`src/rtl/lvt_pkg.sv`:
```
package lvt_pkg;
  typedef enum logic [2:0] {
    DM_FIXED  = 3'b000,
    DM_SMI    = 3'b010,
    DM_NMI    = 3'b100,
    DM_EXTINT = 3'b111
  } dmode_e;

  typedef enum logic [1:0] {
    SRC_TMR   = 2'd0,
    SRC_LINT0 = 2'd1,
    SRC_LINT1 = 2'd2
  } src_e;

  localparam int MASK_BIT  = 16;
  localparam int LEVEL_BIT = 15;
  localparam logic [31:0] ENT_RST    = 32'h0001_0000;
  localparam logic [31:0] LINT0_BOOT = 32'h0000_0700;
endpackage

```
`src/rtl/lvt_table.sv`:
```
module lvt_table
  import lvt_pkg::*;
#(
  parameter int NUM_ENTRIES = 6,
  parameter int ID_W        = 8,
  parameter int TMR_IDX     = 0,
  parameter int LINT0_IDX   = 3,
  parameter int LINT1_IDX   = 4,
  localparam int IDX_W      = $clog2(NUM_ENTRIES)
) (
  input  logic             clk,
  input  logic             rst,
  input  logic [ID_W-1:0]  cpu_id,
  input  logic             wr_en,
  input  logic [IDX_W-1:0] addr,
  input  logic [31:0]      wr_data,
  output logic [31:0]      rd_data,
  output logic [31:0]      tmr_ent,
  output logic [31:0]      lint0_ent,
  output logic [31:0]      lint1_ent
);
  logic [31:0] ent_q [NUM_ENTRIES];

  for (genvar i = 0; i < NUM_ENTRIES; i++) begin : g_ent
    always_ff @(posedge clk) begin
      if (rst) begin
        if (i == LINT0_IDX && cpu_id == '0) ent_q[i] <= LINT0_BOOT;
        else                                ent_q[i] <= ENT_RST;
      end else if (wr_en && addr == IDX_W'(i)) begin
        ent_q[i] <= wr_data;
      end
    end
  end

  always_ff @(posedge clk) begin
    if (rst) rd_data <= '0;
    else if (int'(addr) < NUM_ENTRIES) rd_data <= ent_q[addr];
    else rd_data <= '0;
  end

  assign tmr_ent   = ent_q[TMR_IDX];
  assign lint0_ent = ent_q[LINT0_IDX];
  assign lint1_ent = ent_q[LINT1_IDX];
endmodule

```
`src/rtl/lvt_arbiter.sv`:
```
module lvt_arbiter
  import lvt_pkg::*;
#(
  parameter int NUM_SRC = 3
) (
  input  logic clk,
  input  logic rst,
  input  logic tmr_evt,
  input  logic lint0_evt,
  input  logic lint1_evt,
  output logic go,
  output src_e src
);
  logic [NUM_SRC-1:0] pend_q, comb, grant;

  assign comb  = pend_q | {lint1_evt, lint0_evt, tmr_evt};
  assign grant = comb & (~comb + NUM_SRC'(1));
  assign go    = |comb;

  always_comb begin
    if (grant[0])      src = SRC_TMR;
    else if (grant[1]) src = SRC_LINT0;
    else               src = SRC_LINT1;
  end

  always_ff @(posedge clk) begin
    if (rst) pend_q <= '0;
    else     pend_q <= comb & ~grant;
  end

  AST_PENDING_SERVED: assert property (@(posedge clk) disable iff (rst)
    (|pend_q) |-> go);

  AST_TMR_FIRST: assert property (@(posedge clk) disable iff (rst)
    tmr_evt |-> (src == SRC_TMR));
endmodule

```
`src/rtl/lvt_decode.sv`:
```
module lvt_decode
  import lvt_pkg::*;
(
  input  logic        clk,
  input  logic        rst,
  input  logic        go,
  input  src_e        src,
  input  logic [31:0] entry,
  output logic        smi_req,
  output logic        nmi_req,
  output logic        ext_req,
  output logic        fix_valid,
  output logic [7:0]  fix_vector,
  output logic        fix_level
);
  always_ff @(posedge clk) begin
    if (rst) begin
      smi_req    <= 1'b0;
      nmi_req    <= 1'b0;
      ext_req    <= 1'b0;
      fix_valid  <= 1'b0;
      fix_vector <= '0;
      fix_level  <= 1'b0;
    end else begin
      smi_req    <= 1'b0;
      nmi_req    <= 1'b0;
      ext_req    <= 1'b0;
      fix_valid  <= 1'b0;
      fix_vector <= '0;
      fix_level  <= 1'b0;
      if (go && !entry[MASK_BIT]) begin
        case (entry[10:8])
          DM_SMI:    smi_req <= 1'b1;
          DM_NMI:    nmi_req <= 1'b1;
          DM_EXTINT: ext_req <= 1'b1;
          DM_FIXED: begin
            fix_valid  <= 1'b1;
            fix_vector <= entry[7:0];
            fix_level  <= (src != SRC_TMR) && entry[LEVEL_BIT];
          end
          default: ;
        endcase
      end
    end
  end

  AST_MASK_SILENT: assert property (@(posedge clk) disable iff (rst)
    (go && entry[MASK_BIT]) |=> !(smi_req || nmi_req || ext_req || fix_valid));

  AST_ONE_OUTPUT: assert property (@(posedge clk) disable iff (rst)
    $onehot0({smi_req, nmi_req, ext_req, fix_valid}));

  AST_QUIET_FIELDS: assert property (@(posedge clk) disable iff (rst)
    !fix_valid |-> (fix_vector == 8'h00 && !fix_level));
endmodule

```
`src/rtl/lvt_dispatch.sv`:
```
module lvt_dispatch
  import lvt_pkg::*;
#(
  parameter int NUM_ENTRIES = 6,
  parameter int ID_W        = 8,
  localparam int IDX_W      = $clog2(NUM_ENTRIES)
) (
  input  logic             clk,
  input  logic             rst,
  input  logic [ID_W-1:0]  cpu_id,
  input  logic             glb_en,
  input  logic             wr_en,
  input  logic [IDX_W-1:0] addr,
  input  logic [31:0]      wr_data,
  output logic [31:0]      rd_data,
  input  logic             tmr_expire,
  input  logic             legacy_req,
  input  logic             lint1_evt,
  output logic             smi_req,
  output logic             nmi_req,
  output logic             ext_req,
  output logic             fix_valid,
  output logic [7:0]       fix_vector,
  output logic             fix_level
);
  logic [31:0] tmr_ent, lint0_ent, lint1_ent, sel_ent;
  logic        lint0_acc, go;
  src_e        src;

  lvt_table #(.NUM_ENTRIES(NUM_ENTRIES), .ID_W(ID_W)) u_table (
    .clk(clk), .rst(rst), .cpu_id(cpu_id), .wr_en(wr_en), .addr(addr),
    .wr_data(wr_data), .rd_data(rd_data), .tmr_ent(tmr_ent),
    .lint0_ent(lint0_ent), .lint1_ent(lint1_ent)
  );

  assign lint0_acc = legacy_req && (!glb_en || !lint0_ent[MASK_BIT]);

  lvt_arbiter #(.NUM_SRC(3)) u_arb (
    .clk(clk), .rst(rst), .tmr_evt(tmr_expire), .lint0_evt(lint0_acc),
    .lint1_evt(lint1_evt), .go(go), .src(src)
  );

  always_comb begin
    case (src)
      SRC_TMR:   sel_ent = tmr_ent;
      SRC_LINT0: sel_ent = lint0_ent;
      default:   sel_ent = lint1_ent;
    endcase
  end

  lvt_decode u_dec (
    .clk(clk), .rst(rst), .go(go), .src(src), .entry(sel_ent),
    .smi_req(smi_req), .nmi_req(nmi_req), .ext_req(ext_req),
    .fix_valid(fix_valid), .fix_vector(fix_vector), .fix_level(fix_level)
  );

  AST_TIMER_EDGE: assert property (@(posedge clk) disable iff (rst)
    (go && src == SRC_TMR) |=> !fix_level);

  AST_LEGACY_IDLE: assert property (@(posedge clk) disable iff (rst)
    (!legacy_req && !tmr_expire && !lint1_evt && !go) |=> !ext_req);
endmodule

```
`config.mk`:
```
export PLATFORM = sky130hd
export DESIGN_NAME = lvt_dispatch
export DESIGN_NICKNAME = d
export VERILOG_FILES = /design/src/rtl/lvt_pkg.sv /design/src/rtl/lvt_table.sv /design/src/rtl/lvt_arbiter.sv /design/src/rtl/lvt_decode.sv /design/src/rtl/lvt_dispatch.sv
export SDC_FILE = /design/constraint.sdc
export NUM_CORES = 1
export LEC_CHECK = 0
export ABC_AREA = 1
export ABC_CLOCK_PERIOD_IN_PS = 4850
export BUFFER_PORTS_ARGS = -buffer_cell sky130_fd_sc_hd__buf_2
export CAP_MARGIN = 10
export CORE_MARGIN = 4
export CORE_UTILIZATION = 59
export CTS_CLUSTER_DIAMETER = 150
export DETAILED_ROUTE_END_ITERATION = 8
export PLACE_DENSITY = 0.85
export SLEW_MARGIN = 20
export SYNTH_ARGS = -nofsm -noshare
export SYNTH_HDL_FRONTEND = slang
export SYNTH_SLANG_ARGS = --single-unit
```
`constraint.sdc`:
```
create_clock -name clk -period 4.85 [get_ports clk]
set_clock_uncertainty 0.15 [all_clocks]
set_input_delay 0.97 -clock clk [delete_from_list [all_inputs] [get_ports clk]]
set_output_delay 0.97 -clock clk [all_outputs]
set_load 0.01 [all_outputs]
```
Yosys cells after proc, flatten, opt, wreduce, memory -nomap -nowiden. Memory sizes are Yosys's and may differ from the RTL's. A register that Yosys moved wholly into a read port is not among the register bits. Index checks and enable logic that the tools add are counted.

Bits in registers: 16. Memory bits (writable): 192. Bits of input ports: 50. Logic and storage cells: 96. Memories kept: 1.

Memory list: u_table.ent_q (depth 6, bits a word 32, read ports 4, clocked after memory_dff 1, wr ports 6, RTL line lvt_table.sv:22) `logic [31:0] ent_q [NUM_ENTRIES];`.

Bitwise logic cells: 15. Muxes and demuxes: 40. $add $sub $neg: 1. Equal/unequal tests: 9. Reductions and logical operators: 22. $lt $le $gt $ge: 1.

Operators with widths (count): $mux 32 (7); $pmux 17 s2 (1); $mux 1 (30); $eq 3x3->1 const B (4); $eq 3x2->1 const B (3); $logic_and 1x1->1 (9); $logic_not 8->1 (1); $or 1x1->1 (7); $and 3x3->3 (2); $logic_not 3->1 (2); $not 3->3 (2); $reduce_or 3->1 (2); $mux 2 (2); $reduce_or 2->1 (2); $add 3x1->3 const B (1); $eq 3x1->1 const B (1); $logic_not 1->1 (3); $lt 3x3->1 const B (1); $not 1->1 (3); $or 3x3->3 (1); $eq 2x1->1 const B (1); $logic_not 2->1 (1); $reduce_bool 2->1 (1); $logic_or 1x1->1 (1).

Depth between registers and ports, before layout. An unclocked memory read counts as a cell.

Depth in word-level cells: 16. Gate-level depth with buffers: 9.

By module. A second synthesis with hierarchy kept.

Cells, all modules: 1199. Area, all modules: 10771.6 µm².

Modules (own cells, without submodules): lvt_table (cells each 992, area each 9529.1 µm², instances 1); lvt_dispatch (cells each 145, area each 715.7 µm², instances 1); lvt_decode (cells each 47, area each 421.7 µm², instances 1); lvt_arbiter (cells each 15, area each 105.1 µm², instances 1).

Worst setup path before layout. Ideal clock, no wire load.

Path kind: in2reg. Start point: input addr[0]. End point: memory u_table.ent_q[3][0] (enable). Path buffers: 2. Arrival: 3659 ps. Stages: 4. Path slack: 575 ps. Cells stage by stage: buf_4 nand2_1 clkbuf_1 o21ai_0.

RTL lines: start, declared (RTL line lvt_dispatch.sv:13) `input logic [IDX_W-1:0] addr,`; end, declared (RTL line lvt_table.sv:22).

==> impl_metrics.tcl <==
set metrics [dict create \
    outcome "completed" \
    placed_area_um2 10500 \
    nFillCells 1209 \
    cts_tree "built" \
    core-area_um2 16500 \
    vdd_drop_max_mv 0.280 \
    synth_warnings 0 \
    postCtsHoldBufs 0 \
    cp_top_family "buffers and inverters" \
    route.detailed.drc 0 \
    end_kind "register" \
    grt_first_pass_wirelength_um 38500 \
    slew_headroom 0.252 \
    drt_pass1_iterations 6 \
    area_delta_synth_final_pct 13.6 \
    grt_util_met3 0.0427 \
    die_area_um2 18800 \
    yosysTopAreaCell "edfxtp_1" \
    min_path_type "reg -> reg" \
    ys_seq_elements 239 \
    worst_ep_required_time_ps 5030 \
    postSynthCellCount 957 \
    cts_resized 0 \
    fin_area_um2 11200 \
    grt_pass1_vias 7576 \
    drt_first_iter_violations 1044 \
    tightest_slew_ps 1120 \
    io_pins 95 \
    numCtsBuffers 23 \
    cp.buffers_inverters 3 \
    grt_use_total 0.266 \
    worst-path-max-fanout 86 \
    rsz0062_at_grt "false" \
    overflow 0 \
    fin_crit_ps 3430 \
    cap_viol_max_count 0 \
    syn_avg_cell_area_um2 10.3 \
    finalSetupTns_ps 0 \
    final_nets 1080 \
    grt_antenna_before_repair 0 \
    cpMaxStageDelayCell "clkinv_1" \
    path_depth 6 \
    start_kind "input port" \
    die_y_um 137 \
    yosys-top-cells-area "edfxtp_1 (58%), dfxtp_1 (9.5%), nor2_1 (7.7%), nand2_1 (4.3%), a21oi_1 (3.7%)" \
    num_vias 7486 \
    initial_utilization 0.599 \
    grt.busiest_layer "met2" \
    hold_viol_final 0 \
    h-tree-depth 1 \
    die_w_um 137 \
    rows 47 \
    grtUsageMet2 0.473 \
    postCtsSetupBuffers 0 \
    finalCritPeriodShare 0.706 \
    wl_per_cell_um 19.7 \
    io_buffers 94 \
    setup_viol 0 \
    layout-drive-gt1-share 0.159 \
    slew_violations 0 \
    synth_cell_types 24 \
    worstPathArrival_ps 3610 \
    path_clk_slew_ps 60 \
    critPathKind "in -> reg" \
    diodes 0 \
    crit_chain "buf_2, buf_4, nand2_2, nor3_1, clkinv_1, nor2_1" \
    place.gp.congestion 0.866 \
    clock_path_buffers 3 \
    powerDensity_nw_per_um2 405 \
    detail-route-antenna-nets 0 \
    max_freq_mhz 292 \
    grt_use_met1 0.324 \
    max_stage_delay_ps 940 \
    netlist_area_um2 9860 \
    wl_um 25000 \
    synth_seq_area_share 0.680 \
    holdPathStages 2 \
    cts_root_buffer "clkbuf_16" \
    synth_top_area_share 0.585 \
    clock_sinks 239 \
    synth_nets 1007 \
    p_leak_nw 4.65 \
    clk-insertion-delay-late_ps 520 \
    dp_hpwl_um 14400 \
    reg2regPathDepth 8 \
    whs_ps 373 \
    vias_per_cell 5.91 \
    grt_max_degree 87 \
]
## state kept, by name (all words and copies together) (netlist names)
signal and flops:
u_arb.pend_q 2, u_dec.ext_req 1, u_dec.fix_level 1, u_dec.fix_valid 1
u_dec.fix_vector 8, u_dec.nmi_req 1, u_dec.smi_req 1, u_table.ent_q 192
u_table.rd_data 32
## cells in the final DEF (no fill, tap or decap), types with 2 or more instances in the layout
master       n
dfxtp_1     47
edfxtp_1   192
nand2_2      5
clkinv_1     3
inv_1       88
nor3_2       3
nand3_1     64
nand4_1      4
o21ai_0     47
inv_2       10
nor3_1       3
clkinv_2     4
clkbuf_1     6
a31oi_1     30
o21ai_4      2
nor2_1     203
a41oi_1      2
buf_2       94
nand2_1    112
clkbuf_16   23
bufinv_16    2
buf_4       10
o21ai_2      4
o22ai_1      6
clkbuf_8     3
o21ai_1      2
a21oi_1     72
## worst min-delay path, cell delays in order, from the launching register on
cell	delay, ps
edfxtp_1	320
a21oi_1	60
a31oi_1	110
## synth_stat cells, drive strengths merged
master and count:
a21oi 73, a31oi 30, a41oi 2, buf 40
clkbuf 17, dfxtp 47, edfxtp 192, inv 99
nand2 118, nand3 64, nand4 4, nor2 204
nor3 6, o21ai 55, o22ai 6
## path summary, 6_finish.rpt
check                                     start                           endpoint  slack [ps]
max                                     addr[0]  u_table.ent_q[5][1]$_SDFFCE_PN0P_        1420
min          u_table.ent_q[0][29]$_SDFFCE_PN0P_     u_table.rd_data[29]$_SDFF_PP0_         370
max reg2reg      u_table.ent_q[3][16]$_DFFE_PP_     u_dec.fix_vector[6]$_SDFF_PP0_        3070
min reg2reg  u_table.ent_q[0][29]$_SDFFCE_PN0P_     u_table.rd_data[29]$_SDFF_PP0_         370
## stage by stage
step / setup slack, ps / instances / power, mW / utilization
3_3_place_gp: 1480 / 1224 / 2.77 / 0.634
4_1_cts: 1810 / 1267 / 4.54 / 0.680
3_5_place_dp: 1280 / 1225 / 2.79 / 0.635
5_1_grt: 1260 / 1267 / 4.67 / 0.680
2_1_floorplan: 575 / 957 / 2.65 / -
6_report: 1420 / 1267 / 4.54 / 0.680
## cell families after synthesis
| family | synth area share |
|---|---|
| flops | 0.680 |
| buf+inv | 0.0656 |
| simple gates | 0.164 |
| compound gates | 0.0900 |
## power breakdown
part	total, mW	internal [mW]	switching, mW
registers	2.40	2.35	0.0463
clock network	1.79	1.03	0.756
logic	0.361	0.101	0.261
## layer usage
metal,vias to the layer above,wire (µm)
met5,-,0
met4,0,832
met3,89,2490
met2,505,12600
met1,3519,9010
li1,3373,-
## cell type report
cell class,instances,area [µm²],area share
clock buffers,32,639,0.0571
clock inverters,10,104,0.00927
inverters,99,372,0.0332
multi-input cells,562,2550,0.227
flip-flops and latches,239,6710,0.599
well taps,220,275,0.0246
repair buffers,105,561,0.0500
Note: power is estimated with default switching activity, not from simulation.
